**config.mk**
```make
export PLATFORM = sky130hd
export DESIGN_NAME = acc_alu
export DESIGN_NICKNAME = d
export VERILOG_FILES = /design/src/rtl/alu8_pkg.sv /design/src/rtl/alu8_arith.sv /design/src/rtl/alu8_logic.sv /design/src/rtl/alu8_decadj.sv /design/src/rtl/alu8_pairadd.sv /design/src/rtl/acc_alu.sv
export SDC_FILE = /design/constraint.sdc
export NUM_CORES = 1
export LEC_CHECK = 0
export BUFFER_PORTS_ARGS = -buffer_cell sky130_fd_sc_hd__clkbuf_2
export CAP_MARGIN = 20
export CORE_ASPECT_RATIO = 0.9
export CORE_MARGIN = 2
export CORE_UTILIZATION = 25
export DETAILED_ROUTE_END_ITERATION = 8
export HOLD_SLACK_MARGIN = 0.06
export PLACE_DENSITY = 0.41
export SKIP_CTS_REPAIR_TIMING = 1
export SKIP_LAST_GASP = 1
export SLEW_MARGIN = 40
export SYNTH_ARGS = -nofsm -noshare
export SYNTH_HDL_FRONTEND = slang
export SYNTH_HIERARCHICAL = 1
export SYNTH_SLANG_ARGS = --single-unit
```
**constraint.sdc**
```tcl
create_clock -name clk -period 1.3 [get_ports clk]
set_clock_uncertainty 0.2 [all_clocks]
set_input_delay 0.26 -clock clk [delete_from_list [all_inputs] [get_ports clk]]
set_output_delay 0.26 -clock clk [all_outputs]
set_load 0.01 [all_outputs]
```
**src/rtl/alu8_pkg.sv**
```systemverilog
package alu8_pkg;

  localparam int DATA_W = 8;
  localparam int NIB_W  = DATA_W / 2;
  localparam int PAIR_W = 2 * DATA_W;
  localparam int OP_W   = 5;
  localparam int FLAG_W = 5;

  typedef enum logic [OP_W-1:0] {
    OP_ADD = 5'd0,  OP_ADC = 5'd1,  OP_SUB = 5'd2,  OP_SBB = 5'd3,
    OP_CMP = 5'd4,  OP_AND = 5'd5,  OP_XOR = 5'd6,  OP_OR  = 5'd7,
    OP_RLC = 5'd8,  OP_RRC = 5'd9,  OP_RAL = 5'd10, OP_RAR = 5'd11,
    OP_CMA = 5'd12, OP_STC = 5'd13, OP_CMC = 5'd14, OP_DAA = 5'd15,
    OP_INC = 5'd16, OP_DEC = 5'd17, OP_DAD = 5'd18
  } alu_op_e;

  // Field order fixes the bit position: s=4 z=3 ac=2 p=1 cy=0
  typedef struct packed {
    logic s;
    logic z;
    logic ac;
    logic p;
    logic cy;
  } flags_t;

  typedef struct packed {
    logic [DATA_W-1:0] res;
    logic              ac;
    logic              cy;
  } arith_t;

  function automatic logic even_ones(input logic [DATA_W-1:0] v);
    return ~^v;
  endfunction

  function automatic flags_t mk_flags(input logic [DATA_W-1:0] r,
                                      input logic ac, input logic cy);
    flags_t f;
    f.s  = r[DATA_W-1];
    f.z  = (r == '0);
    f.ac = ac;
    f.p  = even_ones(r);
    f.cy = cy;
    return f;
  endfunction

  function automatic arith_t add8(input logic [DATA_W-1:0] a,
                                  input logic [DATA_W-1:0] b,
                                  input logic cin);
    arith_t o;
    logic [DATA_W:0] full;
    logic [NIB_W:0]  low;
    full  = {1'b0, a} + {1'b0, b} + {{DATA_W{1'b0}}, cin};
    low   = {1'b0, a[NIB_W-1:0]} + {1'b0, b[NIB_W-1:0]} + {{NIB_W{1'b0}}, cin};
    o.res = full[DATA_W-1:0];
    o.cy  = full[DATA_W];
    o.ac  = low[NIB_W];
    return o;
  endfunction

  // borrow-style: cy/ac are 1 when the subtraction borrows past bit 7 / bit 3
  function automatic arith_t sub8(input logic [DATA_W-1:0] a,
                                  input logic [DATA_W-1:0] b,
                                  input logic bin);
    arith_t o;
    logic [DATA_W:0] full;
    logic [NIB_W:0]  low;
    full  = {1'b0, a} - {1'b0, b} - {{DATA_W{1'b0}}, bin};
    low   = {1'b0, a[NIB_W-1:0]} - {1'b0, b[NIB_W-1:0]} - {{NIB_W{1'b0}}, bin};
    o.res = full[DATA_W-1:0];
    o.cy  = full[DATA_W];
    o.ac  = low[NIB_W];
    return o;
  endfunction

  function automatic arith_t dec_adjust(input logic [DATA_W-1:0] a,
                                        input flags_t f);
    arith_t          o;
    logic            lo_fix;
    logic            hi_fix;
    logic [DATA_W:0] mid;
    logic [NIB_W:0]  lo_sum;
    lo_fix = (a[NIB_W-1:0] > NIB_W'(9)) | f.ac;
    mid    = {1'b0, a} + (lo_fix ? (DATA_W+1)'(6) : '0);
    lo_sum = {1'b0, a[NIB_W-1:0]} + (NIB_W+1)'(6);
    hi_fix = (mid[DATA_W-1:NIB_W] > NIB_W'(9)) | f.cy | mid[DATA_W];
    o.res  = mid[DATA_W-1:0] + (hi_fix ? DATA_W'(8'h60) : '0);
    o.ac   = lo_fix & lo_sum[NIB_W];
    o.cy   = hi_fix;
    return o;
  endfunction

endpackage

```
**src/rtl/alu8_arith.sv**
```systemverilog
module alu8_arith
  import alu8_pkg::*;
(
  input  alu_op_e           op,
  input  logic [DATA_W-1:0] a,
  input  logic [DATA_W-1:0] b,
  input  flags_t            fin,
  output logic              hit,
  output logic              wr,
  output logic [DATA_W-1:0] res,
  output flags_t            fout
);

  localparam logic [DATA_W-1:0] ONE = DATA_W'(1);

  arith_t ar;
  logic   keep_cy;

  always_comb begin
    hit     = 1'b1;
    keep_cy = 1'b0;
    ar      = add8(a, b, 1'b0);
    unique case (op)
      OP_ADD:         ar = add8(a, b, 1'b0);
      OP_ADC:         ar = add8(a, b, fin.cy);
      OP_SUB, OP_CMP: ar = sub8(a, b, 1'b0);
      OP_SBB:         ar = sub8(a, b, fin.cy);
      OP_INC: begin   ar = add8(a, ONE, 1'b0); keep_cy = 1'b1; end
      OP_DEC: begin   ar = sub8(a, ONE, 1'b0); keep_cy = 1'b1; end
      default:        hit = 1'b0;
    endcase
  end

  always_comb begin
    res  = a;
    wr   = 1'b0;
    fout = fin;
    if (hit) begin
      wr   = (op != OP_CMP);
      res  = wr ? ar.res : a;
      fout = mk_flags(ar.res, ar.ac, keep_cy ? fin.cy : ar.cy);
    end
  end

endmodule

```
**src/rtl/alu8_logic.sv**
```systemverilog
module alu8_logic
  import alu8_pkg::*;
(
  input  alu_op_e           op,
  input  logic [DATA_W-1:0] a,
  input  logic [DATA_W-1:0] b,
  input  flags_t            fin,
  output logic              hit,
  output logic              wr,
  output logic [DATA_W-1:0] res,
  output flags_t            fout
);

  localparam int MSB = DATA_W - 1;

  always_comb begin
    hit  = 1'b1;
    wr   = 1'b1;
    res  = a;
    fout = fin;
    unique case (op)
      OP_AND: begin res = a & b; fout = mk_flags(res, 1'b1, 1'b0); end
      OP_XOR: begin res = a ^ b; fout = mk_flags(res, 1'b0, 1'b0); end
      OP_OR:  begin res = a | b; fout = mk_flags(res, 1'b0, 1'b0); end
      OP_RLC: begin res = {a[MSB-1:0], a[MSB]};  fout.cy = a[MSB]; end
      OP_RRC: begin res = {a[0], a[MSB:1]};      fout.cy = a[0];   end
      OP_RAL: begin res = {a[MSB-1:0], fin.cy};  fout.cy = a[MSB]; end
      OP_RAR: begin res = {fin.cy, a[MSB:1]};    fout.cy = a[0];   end
      OP_CMA: res = ~a;
      OP_STC: begin wr = 1'b0; fout.cy = 1'b1;    end
      OP_CMC: begin wr = 1'b0; fout.cy = ~fin.cy; end
      default: begin hit = 1'b0; wr = 1'b0; end
    endcase
  end

endmodule

```
**src/rtl/alu8_decadj.sv**
```systemverilog
module alu8_decadj
  import alu8_pkg::*;
(
  input  alu_op_e           op,
  input  logic [DATA_W-1:0] a,
  input  flags_t            fin,
  output logic              hit,
  output logic              wr,
  output logic [DATA_W-1:0] res,
  output flags_t            fout
);

  arith_t da;

  always_comb begin
    hit  = (op == OP_DAA);
    wr   = hit;
    da   = dec_adjust(a, fin);
    res  = hit ? da.res : a;
    fout = hit ? mk_flags(da.res, da.ac, da.cy) : fin;
  end

endmodule

```
**src/rtl/alu8_pairadd.sv**
```systemverilog
module alu8_pairadd
  import alu8_pkg::*;
#(
  parameter int PW = PAIR_W
) (
  input  alu_op_e       op,
  input  logic [PW-1:0] hl,
  input  logic [PW-1:0] src,
  input  flags_t        fin,
  output logic          hit,
  output logic [PW-1:0] sum,
  output flags_t        fout
);

  logic [PW:0] wide;

  always_comb begin
    hit     = (op == OP_DAD);
    wide    = {1'b0, hl} + {1'b0, src};
    sum     = wide[PW-1:0];
    fout    = fin;
    fout.cy = wide[PW];
  end

endmodule

```
**src/rtl/acc_alu.sv**
```systemverilog
module acc_alu
  import alu8_pkg::*;
(
  input  logic              clk,
  input  logic              rst_n,
  input  logic              op_valid,
  input  logic [OP_W-1:0]   op_sel,
  input  logic [DATA_W-1:0] acc_in,
  input  logic [DATA_W-1:0] operand,
  input  logic [FLAG_W-1:0] flags_in,
  input  logic [PAIR_W-1:0] hl_in,
  input  logic [PAIR_W-1:0] pair_in,
  output logic [DATA_W-1:0] acc_out,
  output logic [FLAG_W-1:0] flags_out,
  output logic              acc_we,
  output logic [PAIR_W-1:0] hl_out,
  output logic              hl_we
);

  alu_op_e op;
  flags_t  fin;
  assign op  = alu_op_e'(op_sel);
  assign fin = flags_t'(flags_in);

  // per-unit claim, result, flags and write wires (named for the checks)
  logic              arith_hit, logic_hit, daa_hit, pair_hit;
  logic              arith_wr, logic_wr, daa_wr;
  logic [DATA_W-1:0] arith_res, logic_res, daa_res;
  flags_t            arith_f, logic_f, daa_f, pair_f;
  logic [PAIR_W-1:0] pair_sum;

  alu8_arith u_arith (
    .op(op), .a(acc_in), .b(operand), .fin(fin),
    .hit(arith_hit), .wr(arith_wr), .res(arith_res), .fout(arith_f)
  );

  alu8_logic u_logic (
    .op(op), .a(acc_in), .b(operand), .fin(fin),
    .hit(logic_hit), .wr(logic_wr), .res(logic_res), .fout(logic_f)
  );

  alu8_decadj u_daa (
    .op(op), .a(acc_in), .fin(fin),
    .hit(daa_hit), .wr(daa_wr), .res(daa_res), .fout(daa_f)
  );

  alu8_pairadd #(.PW(PAIR_W)) u_pair (
    .op(op), .hl(hl_in), .src(pair_in), .fin(fin),
    .hit(pair_hit), .sum(pair_sum), .fout(pair_f)
  );

  logic [DATA_W-1:0] nxt_acc;
  flags_t            nxt_flags;
  logic              nxt_acc_we;

  always_comb begin
    nxt_acc    = acc_in;
    nxt_flags  = fin;
    nxt_acc_we = 1'b0;
    if (arith_hit) begin
      nxt_acc = arith_res; nxt_flags = arith_f; nxt_acc_we = arith_wr;
    end else if (logic_hit) begin
      nxt_acc = logic_res; nxt_flags = logic_f; nxt_acc_we = logic_wr;
    end else if (daa_hit) begin
      nxt_acc = daa_res;   nxt_flags = daa_f;   nxt_acc_we = daa_wr;
    end else if (pair_hit) begin
      nxt_flags = pair_f;
    end
  end

  logic [DATA_W-1:0] acc_q;
  flags_t            flags_q;
  logic              acc_we_q, hl_we_q;
  logic [PAIR_W-1:0] hl_q;

  always_ff @(posedge clk or negedge rst_n) begin
    if (!rst_n) begin
      acc_q    <= '0;
      flags_q  <= '0;
      acc_we_q <= 1'b0;
      hl_q     <= '0;
      hl_we_q  <= 1'b0;
    end else begin
      acc_we_q <= op_valid & nxt_acc_we;
      hl_we_q  <= op_valid & pair_hit;
      if (op_valid) begin
        acc_q   <= nxt_acc;
        flags_q <= nxt_flags;
        if (pair_hit) hl_q <= pair_sum;
      end
    end
  end

  assign acc_out   = acc_q;
  assign flags_out = flags_q;
  assign acc_we    = acc_we_q;
  assign hl_out    = hl_q;
  assign hl_we     = hl_we_q;

  // ---------------- assertions ----------------
  p_units_exclusive_r14: assert property (@(posedge clk) disable iff (!rst_n)
    $onehot0({arith_hit, logic_hit, daa_hit, pair_hit}));

  p_idle_quiet_r14: assert property (@(posedge clk) disable iff (!rst_n)
    !op_valid |=> !acc_we && !hl_we && $stable(acc_out) && $stable(flags_out));

  p_cmp_keeps_acc_r5: assert property (@(posedge clk) disable iff (!rst_n)
    op_valid && op == OP_CMP |=> !acc_we && acc_out == $past(acc_in));

  p_and_carries_r6: assert property (@(posedge clk) disable iff (!rst_n)
    op_valid && op == OP_AND |=> flags_out[2] && !flags_out[0]);

  p_rotate_szap_r8: assert property (@(posedge clk) disable iff (!rst_n)
    op_valid && (op == OP_RLC || op == OP_RRC || op == OP_RAL || op == OP_RAR)
    |=> flags_out[4:1] == $past(flags_in[4:1]));

  p_incdec_cy_r11: assert property (@(posedge clk) disable iff (!rst_n)
    op_valid && (op == OP_INC || op == OP_DEC) |=> flags_out[0] == $past(flags_in[0]));

  p_pair_only_cy_r12: assert property (@(posedge clk) disable iff (!rst_n)
    op_valid && op == OP_DAD
    |=> hl_we && !acc_we && flags_out[4:1] == $past(flags_in[4:1]));

  p_parity_even_r13: assert property (@(posedge clk) disable iff (!rst_n)
    op_valid && (op == OP_ADD || op == OP_OR) |=> flags_out[1] == ~^acc_out);

endmodule

```
==> metrics.txt <==
status=complete, but fails checks; failing checks=negative setup slack; Ports=92; DP HPWL=between 20000 and 25000 um; Synth Instances=around 860; Psw=between 3 and 4 mW; Post-DP Area=roughly 0.01 mm2; worst setup margin=-2270 ps; Synth Flop Type=dfrtp_1; met2 wire length=12800 um; pin count of the biggest net entering global routing=32; Pleak=roughly 5.2 nW; vias in the first global route=around 7400; RSZ-0062 raised after global routing=yes; clk slew on worst S/H paths=around 50 ps; commonest non-fill, non-tap cell in the layout=buf_4; initial antenna violation count=0; fin util=about two fifths; htree depth=2; CTS max path bufs=2; Tot GR Track Use=18.7%; met3 WL=1360 um; Slew HR=between 50% and 60%; crit-path max FO=4; global-route wire length before repair=approximately 42000 um; crit start category=input port; final hold vios=0; Routed WL=about 28000 um; Die X=approximately 180 um; Max-cap violations=0; GRT overflow=0; drt pass-1 iters=8; worst path required time=approximately 1300 ps; Antenna Nets Post-Route=0; Avg Cell Area, Syn=slightly below 8 um2; Worst Tran Pin Value=just under 600 ps; Yosys warnings=6; Mapped Nets=just over 1000; TritonCTS clock tree=done; sequential share of power=between 10% and 20%; vias per inst=about 5.0; share of cells above drive strength 1=just under 50%; fin crit period=about 3600 ps; HP Class=in2reg; Setup crit end kind=flip-flop; post-route cell area=around 0.011 mm2; Yosys reg bits=31; critical path class=in2reg; Slew Viols, Final=0; full die area=around 0.029 mm2; final RePlAce weighted congestion=about 0.85; Pint=between 4 and 5 mW; core area=around 0.027 mm2; row cnt=57; setup violators final=31; Die Height=160 um; starting DRC count in detailed routing=around 320; fin crit share=275%; top layer in use=met4; setup TNS=-30480 ps; sw frac=about two fifths; drc violations=0; largest cells by area after synthesis=ha_1, dfrtp_1, inv_1, xnor2_1, mux2_2; WP data arrival=3520 ps; Seq/Total Area, Yosys=a little under an eighth; dominant cell type by area after synthesis=ha_1; Fmax achieved=~280 MHz; most frequent cells in the layout=buf_4, clkbuf_2, inv_1; Mapped Area=approximately 0.007 mm2; Max VDD drop=0.538 mV; Num CTS Buffers=5; initial core utilization=between 20% and 30%; R2R setup slack=between 200 and 300 ps; clock share of power=17.6%; Worst Hold Margin=roughly 130 ps; Clock Sinks=31; metal1 wirelength=around 13000 um; clock latency on the worst-skew pair=about 270 ps; Post-synth EDFFs=0; Area Overhead vs Synth=63.3%; Port-buffer cells=91; Antenna Cells=0; post-synth top area share=between 10% and 20%; asr flop ratio synth=100%; Wirelength per Cell=roughly 18 um; Final Net Count=around 1400; Root Driver=clkbuf_16; PwrDens=~700 mW/mm2; Gate power share=65.8%; vias=a little under 8000; Cell variety after synth=roughly 100
## Yosys cell counts (all sizes together), types with 11 or more instances
master and number:
a211oi 17, a21o 16, a21oi 44, a31oi 20
buf 33, clkbuf 23, dfrtp 31, ha 81
inv 81, mux2 26, nand2 61, nand2b 20
nand3 23, nand4 14, nor2 50, o211ai 22
o21ai 53, o22ai 11, xnor2 29, xor2 20
## layer usage
metal | vias to the layer above | track usage, %
li1 | 3868 | -
met1 | 3727 | 27.2
met2 | 172 | 30.4
met3 | 14 | 1.68
met4 | 0 | 3.13
met5 | - | 0
## power groups by stage
stage	clock [mW]	combinational, mW	sequential [mW]
after floorplan	0	2.48	1.37
after global placement	0	4.58	1.31
after detailed placement	0	4.59	1.31
after CTS	1.40	4.61	1.30
after global routing	1.44	5.59	1.32
final	1.37	5.14	1.30
## cell families (layout without fill, tap and decap cells)
group                    Yosys count  count (layout)  share of synthesized area [%]
flip-flops                        31              31                           11.4
multiplexers                      36              36                           6.24
adder cells (fa/ha/maj)           86              86                           16.4
XOR/XNOR                          49              49                           6.86
AND/OR/NAND/NOR                  255             256                           21.2
AO/OA/AOI/OAI                    265             265                           28.5
buffers and inverters            137             485                           9.42
## cell type report
type | count | area, um2
timing repair buffer | 396 | 3120
inverter | 81 | 324
fill | 2777 | 15800
tap | 354 | 443
clock inverter | 2 | 35.0
multi-input combinational | 692 | 6270
clock buffer | 6 | 139
sequential | 31 | 776
## flip-flops by register name, summed over array words and instances (netlist names)
signal,count
hl_out,16
acc_out,8
flags_out,5
acc_we,1
hl_we,1
## through the flow
stage	total power, mW	setup slack, ps	instances
after floorplan	3.85	-2430	859
after global placement	5.88	-2750	1530
after detailed placement	5.90	-2800	1530
after CTS	7.31	-2510	1538
after global routing	8.35	-2440	1562
final	7.81	-2270	1562
## worst max-delay path, cell delays in order
cell and delay (ps):
buf_12 110, o21ai_4 180, nand2b_4 90, ha_4 170, inv_2 50, fa_2 180, and3b_2 250, and3_4 170
a21oi_4 140, nand2_2 90, ha_4 180, fa_2 370, xor2_4 180, xnor2_4 190, ha_4 220, xor2_2 140
xnor2_1 170, o21ai_1 90, nand3b_1 80, o211a_1 140, o22ai_1 60
## worst paths after layout
path / start / to / cells past startpoint
hold reg to reg: hl_out[1]$_DFFE_PN0P_ / hl_out[1]$_DFFE_PN0P_ / 1
setup reg to reg: acc_out[2]$_DFFE_PN0P_ / acc_out[2]$_DFFE_PN0P_ / 3
min in group asynchronous: rst_n / acc_we$_DFF_PN0_ / 3
setup / recovery: acc_in[1] / flags_out[1]$_DFFE_PN0P_ / 21
max in group asynchronous: rst_n / hl_out[14]$_DFFE_PN0P_ / 3
hold / removal: pair_in[0] / hl_out[0]$_DFFE_PN0P_ / 3
No activity file was read; power rests on OpenSTA's default activity.
